==> src/rtl/rst_ctl_pkg.sv <==
package rst_ctl_pkg;
  typedef enum logic [2:0] {
    ST_RUN     = 3'd0,
    ST_WAIT    = 3'd1,
    ST_HOLD    = 3'd2,
    ST_STRETCH = 3'd3,
    ST_START   = 3'd4
  } rst_st_e;
endpackage

==> src/rtl/rst_ctl_sync.sv <==
module rst_ctl_sync #(
  parameter int STAGES = 2
) (
  input  logic clk,
  input  logic d_in,
  output logic q_out
);
  // Power-up content reads as "pin low", so the chip starts in reset.
  logic [STAGES-1:0] chain = '0;

  always_ff @(posedge clk) begin
    chain[0] <= d_in;
    for (int i = 1; i < STAGES; i++) chain[i] <= chain[i-1];
  end

  assign q_out = chain[STAGES-1];
endmodule

==> src/rtl/rst_ctl_seq.sv <==
module rst_ctl_seq
  import rst_ctl_pkg::*;
#(
  parameter int HOLD_CYC = 16,
  parameter int MODE_W   = 3
) (
  input  logic              clk,
  input  logic              pin_low,
  input  logic              cat_req,
  input  logic              bus_active,
  input  logic              bus_end,
  input  logic [MODE_W-1:0] mode_pins,
  output logic              sys_rst_n,
  output logic              cpu_start,
  output logic [MODE_W-1:0] mode_cfg
);
  localparam int CW = $clog2(HOLD_CYC + 1);
  localparam logic [CW-1:0] LAST = CW'(HOLD_CYC - 1);

  rst_st_e            st = ST_HOLD;
  rst_st_e            st_nx;
  logic [CW-1:0]      cnt = '0;
  logic [MODE_W-1:0]  mode_q = '0;
  logic               take_now;

  // Reset may enter when catastrophic, or when no bus write is in flight.
  assign take_now = cat_req || !bus_active || bus_end;

  always_comb begin
    st_nx = st;
    unique case (st)
      ST_RUN, ST_START: begin
        if (pin_low)       st_nx = take_now ? ST_HOLD : ST_WAIT;
        else               st_nx = ST_RUN;
      end
      ST_WAIT:             if (take_now) st_nx = ST_HOLD;
      ST_HOLD:             if (!pin_low) st_nx = ST_STRETCH;
      ST_STRETCH: begin
        if (pin_low)           st_nx = ST_HOLD;
        else if (cnt == LAST)  st_nx = ST_START;
      end
      default:             st_nx = ST_HOLD;
    endcase
  end

  always_ff @(posedge clk) begin
    st  <= st_nx;
    cnt <= (st == ST_STRETCH && st_nx == ST_STRETCH) ? cnt + 1'b1 : '0;
    if (st == ST_STRETCH && st_nx == ST_START) mode_q <= mode_pins;
  end

  assign sys_rst_n = !(st == ST_HOLD || st == ST_STRETCH);
  assign cpu_start = (st == ST_START);
  assign mode_cfg  = mode_q;

  logic armed = 1'b0;
  always_ff @(posedge clk) armed <= 1'b1;

  // a pending request with the bus still busy leaves reset released
  a_r3_defer_bus: assert property (@(posedge clk) disable iff (!armed)
    (st == ST_WAIT && !cat_req && bus_active && !bus_end) |=> sys_rst_n);

  // catastrophic request enters reset on the next edge
  a_r4_cat_now: assert property (@(posedge clk) disable iff (!armed)
    ((st == ST_RUN || st == ST_WAIT || st == ST_START) && pin_low && cat_req)
      |=> !sys_rst_n);

  // stretch counter never passes its limit
  a_r5_cnt_bound: assert property (@(posedge clk) disable iff (!armed)
    cnt <= LAST);

  // start pulse marks release and lasts one cycle
  a_r6_start_on_release: assert property (@(posedge clk) disable iff (!armed)
    $rose(sys_rst_n) |-> cpu_start);
  a_r6_start_single: assert property (@(posedge clk) disable iff (!armed)
    cpu_start |=> !cpu_start);

  // configuration frozen while out of reset
  a_r9_mode_hold: assert property (@(posedge clk) disable iff (!armed)
    (sys_rst_n && $past(sys_rst_n)) |-> $stable(mode_cfg));
endmodule

==> src/rtl/rst_ctl_portcfg.sv <==
module rst_ctl_portcfg #(
  parameter int NPORT = 4,
  parameter int PW    = 8,
  parameter int NFN   = 6
) (
  input  logic                clk,
  input  logic                in_rst,
  input  logic [NPORT-1:0]    dir_wr_en,
  input  logic [PW-1:0]       dir_wr_data,
  input  logic                fn_wr_en,
  input  logic [NFN-1:0]      fn_wr_data,
  output logic [NPORT*PW-1:0] port_dir,
  output logic [NFN-1:0]      pin_fn
);
  generate
    for (genvar p = 0; p < NPORT; p++) begin : g_port
      logic [PW-1:0] dir_q = '0;
      always_ff @(posedge clk) begin
        if (in_rst)            dir_q <= '0;
        else if (dir_wr_en[p]) dir_q <= dir_wr_data;
      end
      assign port_dir[p*PW +: PW] = dir_q;
    end
  endgenerate

  logic [NFN-1:0] fn_q = '0;
  always_ff @(posedge clk) begin
    if (in_rst)        fn_q <= '0;
    else if (fn_wr_en) fn_q <= fn_wr_data;
  end
  assign pin_fn = fn_q;

  logic armed = 1'b0;
  always_ff @(posedge clk) armed <= 1'b1;

  // one clock into reset, all ports are inputs and functions are off
  a_r7_defaults: assert property (@(posedge clk) disable iff (!armed)
    in_rst |=> (port_dir == '0 && pin_fn == '0));

  // function write lands one clock later outside reset
  a_r10_fn_write: assert property (@(posedge clk) disable iff (!armed)
    (!in_rst && fn_wr_en) |=> (pin_fn == $past(fn_wr_data)));
endmodule

==> src/rtl/rst_ctl_top.sv <==
module rst_ctl_top #(
  parameter int HOLD_CYC    = 16,
  parameter int SYNC_STAGES = 2,
  parameter int MODE_W      = 3,
  parameter int NPORT       = 4,
  parameter int PW          = 8,
  parameter int NFN         = 6
) (
  input  logic                clk,
  input  logic                rst_pin_n,
  input  logic                catastrophic,
  input  logic                bus_active,
  input  logic                bus_end,
  input  logic [MODE_W-1:0]   mode_pins,
  input  logic [NPORT-1:0]    dir_wr_en,
  input  logic [PW-1:0]       dir_wr_data,
  input  logic                fn_wr_en,
  input  logic [NFN-1:0]      fn_wr_data,
  output logic                sys_rst_n,
  output logic                cpu_start,
  output logic [NPORT*PW-1:0] port_dir,
  output logic [NFN-1:0]      pin_fn,
  output logic [MODE_W-1:0]   mode_cfg
);
  logic pin_sync;
  logic rst_n_int;

  rst_ctl_sync #(.STAGES(SYNC_STAGES)) u_sync (
    .clk   (clk),
    .d_in  (rst_pin_n),
    .q_out (pin_sync)
  );

  rst_ctl_seq #(.HOLD_CYC(HOLD_CYC), .MODE_W(MODE_W)) u_seq (
    .clk        (clk),
    .pin_low    (!pin_sync),
    .cat_req    (catastrophic),
    .bus_active (bus_active),
    .bus_end    (bus_end),
    .mode_pins  (mode_pins),
    .sys_rst_n  (rst_n_int),
    .cpu_start  (cpu_start),
    .mode_cfg   (mode_cfg)
  );

  rst_ctl_portcfg #(.NPORT(NPORT), .PW(PW), .NFN(NFN)) u_cfg (
    .clk         (clk),
    .in_rst      (!rst_n_int),
    .dir_wr_en   (dir_wr_en),
    .dir_wr_data (dir_wr_data),
    .fn_wr_en    (fn_wr_en),
    .fn_wr_data  (fn_wr_data),
    .port_dir    (port_dir),
    .pin_fn      (pin_fn)
  );

  assign sys_rst_n = rst_n_int;
endmodule

==> config.mk <==
export PLATFORM = sky130hd
export DESIGN_NAME = rst_ctl_top
export DESIGN_NICKNAME = d
export VERILOG_FILES = /design/src/rtl/rst_ctl_pkg.sv /design/src/rtl/rst_ctl_sync.sv /design/src/rtl/rst_ctl_seq.sv /design/src/rtl/rst_ctl_portcfg.sv /design/src/rtl/rst_ctl_top.sv
export SDC_FILE = /design/constraint.sdc
export NUM_CORES = 1
export LEC_CHECK = 0
export BUFFER_PORTS_ARGS = -buffer_cell sky130_fd_sc_hd__buf_2
export CAP_MARGIN = 20
export CORE_UTILIZATION = 47
export DETAILED_ROUTE_END_ITERATION = 7
export PLACE_DENSITY = 0.77
export SYNTH_ARGS = -nofsm -noshare
export SYNTH_HDL_FRONTEND = slang
export SYNTH_SLANG_ARGS = --single-unit
==> constraint.sdc <==
create_clock -name clk -period 2 [get_ports clk]
set_input_delay 0.2 -clock clk [delete_from_list [all_inputs] [get_ports clk]]
set_output_delay 0.2 -clock clk [all_outputs]
set_load 0.03 [all_outputs]
==> impl_metrics.py <==
metrics = {
    "status": {
        "outcome": "completed",
    },
    "sta": {
        "max_freq_ghz": 0.610,
        "period_minus_slack_ns": 1.64,
        "setup_viol": 0,
        "maxSlewViolCount": 0,
        "timing.final.crit_share_pct": 82.0,
        "tns_ns": 0,
        "finalHoldViolCount": 0,
        "worst_hold_slack_ns": 0.0776,
        "tightest_slew_ns": 0.396,
        "rsz0062_at_grt": "false",
        "slew_headroom_pct": 73.4,
        "skew_ns": 0.00881,
    },
    "yosys": {
        "yosysUniqueCellTypes": 24,
        "synth-seq-cells": 51,
        "synthCells": 167,
        "syn_area_per_cell_um2": 11.0,
        "synth.net_count": 196,
        "ys_seq_area_share_pct": 57.3,
        "ys.warnings.count": 0,
        "synth_area_mm2": 0.00183,
    },
    "placement": {
        "dpl_cell_area_mm2": 0.00218,
        "gp_congestion": 0.743,
        "place_hpwl_um": 2490,
        "io_buffers": 69,
        "post-place-cells": 276,
    },
    "worst_setup_path": {
        "regToRegStartpoint": "u_seq.cnt[0]$_SDFF_PN0_",
        "worstSetupPathType": "register to register",
        "cp_cell_sequence": "ha_1 > and3_1 > ha_1 > nand2_1 > nor3_1",
        "worstPathArrival_ns": 1.60,
        "cp_max_fo": 4,
        "worstSetupStartpointType": "register",
        "critPathMaxStageDelay_ns": 0.36,
        "crit_start": "u_seq.cnt[0]$_SDFF_PN0_",
        "cpMaxStageDelayCell": "dfxtp_1",
        "cpMostUsedCell": "ha_1",
        "crit_required_ns": 1.96,
        "cp-end-kind": "register",
    },
    "final_layout": {
        "multi_input_area_um2": 703,
        "final_cells": 285,
        "antenna_cells": 0,
        "drive_gt1_share_pct": 33.8,
        "design_area_mm2": 0.00228,
        "seqCellArea_mm2": 0.00105,
        "n_fill_cell": 326,
        "nets": 265,
        "syn2layout_area_growth_pct": 24.2,
    },
    "power_and_ir_drop": {
        "swShare_pct": 21.5,
        "leakage_uw": 0.00113,
        "powerDensity_mw_per_mm2": 741,
        "irDropWorstVdd_mv": 0.445,
        "pwr-share-clk_pct": 32.8,
        "seq_power_share_pct": 61.3,
        "p_int_uw": 1330,
        "combPwrFrac_pct": 6.0,
        "switchingPower_uw": 362,
    },
    "floorplan": {
        "row_count": 22,
        "die_h_um": 64.5,
        "start_util_pct": 49.7,
        "io_pins": 70,
        "core_mm2": 0.00369,
        "die_w_um": 64.5,
        "die_area_mm2": 0.00415,
    },
    "cts": {
        "cts_resized": 0,
        "clk_latency_ns": 0.29,
        "clkSlewWorstSetupHoldPaths_ns": 0.09,
        "cts_root_buf": "clkbuf_8",
        "hold_buffers": 1,
        "post_cts_buffers": 0,
        "cts_tree": "yes",
        "cts_made_buffers": 5,
        "cts_max_path_buffers": 2,
        "clock-sinks": 51,
        "cts.htree.levels": 2,
    },
    "routing": {
        "detail_route.wl_per_cell_um": 12.0,
        "avgViaCountPerCell": 4.80,
        "drt_first_pass_iters": 4,
        "drtIter0Drc": 36,
        "drc_errors": 0,
        "ant_nets": 0,
        "drt-total-wl_um": 3420,
        "num_vias": 1367,
    },
    "global_routing": {
        "grt.total_usage_pct": 17.6,
        "antenna_found_initial": 0,
        "grt_pass1_vias": 1180,
        "grt_pass1_wl_um": 5470,
        "gr-total-overflow": 0,
        "grt_max_degree": 39,
    },
    "hold_path": {
        "hold_start": "mode_pins[1]",
        "hp-class": "input pin to register",
    },
    "run": {
        "drv_cap": 0,
    },
}
==> power by group through the flow <==
stage	combinational, uW	clock [uW]	sequential [uW]
after detailed placement	100	0	1060
after global placement	98.9	0	1060
after global routing	110	618	1030
final	101	553	1030
after CTS	102	572	1030
after floorplan	61.5	0	1060
==> synthesized netlist by cell type <==
| cell type | instances | area (um2) |
|---|---|---|
| a22oi_1 | 1 | 7.51 |
| mux2i_1 | 38 | 380 |
| xor2_1 | 1 | 8.76 |
| o21ai_0 | 1 | 5.00 |
| a32oi_1 | 1 | 8.76 |
| inv_2 | 1 | 3.75 |
| nand4_1 | 1 | 6.26 |
| nor4b_2 | 1 | 15.0 |
| dfxtp_1 | 48 | 961 |
| nand2_1 | 3 | 11.3 |
| nor3b_1 | 2 | 15.0 |
| buf_6 | 3 | 33.8 |
| edfxtp_1 | 3 | 90.1 |
| nor2b_4 | 1 | 13.8 |
| inv_1 | 3 | 11.3 |
| xnor2_1 | 1 | 8.76 |
| o22ai_1 | 1 | 6.26 |
| nand3_1 | 1 | 5.00 |
| nor3_1 | 3 | 15.0 |
| and3_1 | 1 | 6.26 |
| clkbuf_2 | 4 | 20.0 |
| ha_1 | 2 | 25.0 |
| buf_2 | 2 | 10.0 |
| nor2_1 | 44 | 165 |
==> worst paths after layout <==
kind	end	slack (ns)	depth (start not counted)
worst min register to register	u_sync.chain[1]$_DFF_P_	0.34	0
worst min-delay path	u_seq.mode_cfg[1]$_DFFE_PP_	0.08	1
worst max register to register	u_seq.mode_cfg[0]$_DFFE_PP_	0.36	5
worst max-delay path	u_seq.mode_cfg[0]$_DFFE_PP_	0.36	5
==> worst max-delay path, delay by kind of cell, from the launching register on <==
kind,cells,cell delay (ns)
adder cells (fa/ha/maj),2,0.35
flip-flops,1,0.36
AND/OR/NAND/NOR,3,0.61
==> logic make-up after synthesis <==
group,synth area share (%)
AOI/OAI and AO/OA,1.50
buffers and inverters,4.30
muxes,20.8
adders and majority gates,1.36
DFF,57.3
and+or+nand+nor,13.8
xor gates and xnor gates,0.956
==> per-stage QoR <==
step / util [%] / setup WS (ns) / power, uW
after floorplan: - / 0.495 / 1120
after global placement: 59.2 / 0.411 / 1160
after detailed placement: 59.2 / 0.337 / 1160
after CTS: 61.7 / 0.343 / 1710
after global routing: 61.7 / 0.194 / 1760
final: 61.7 / 0.359 / 1690
==> sequential cells by signal, indices dropped and copies added (netlist names) <==
name	count
u_cfg.g_port.dir_q	32
u_cfg.pin_fn	6
u_seq.st	3
u_seq.cnt	5
u_sync.chain	2
u_seq.mode_cfg	3
==> metal layers <==
layer  up-vias  GRT usage [%]  part of all wire (%)
met4         0           7.78                   2.3
met1       616           22.4                    47
met3         9           5.28                   6.2
met2        49           27.5                    45
met5         -              0                     0
li1        693              -                     -
==> layout make-up <==
type                       count  area share [%]
multi-input combinational    103            30.9
inverter                       4           0.659
sequential                    51            46.2
tap                           48            2.64
clock buffer                   6            3.19
clock inverter                 2           0.549
timing repair buffer          71            15.9
==> placed cells by master, fill, tap and decap left out <==
cell type      Yosys  layout
nor2_1            44      44
inv_1              3       3
nand4_1            1       1
o21ai_0            1       1
buf_2              2      69
a22oi_1            1       1
and3_1             1       1
clkinvlp_4         0       1
nand2_1            3       3
nor3b_1            2       2
nand3_1            1       1
a32oi_1            1       1
mux2i_1           38      38
xnor2_1            1       1
edfxtp_1           3       3
dfxtp_1           48      48
buf_4              0       1
dlygate4sd3_1      0       1
clkinv_2           0       1
clkbuf_1           0       1
nor2b_4            1       1
nor4b_2            1       1
o22ai_1            1       1
nor3_1             3       3
ha_1               2       2
clkbuf_8           0       5
inv_2              1       1
xor2_1             1       1
(Power assumes the default switching activity.)
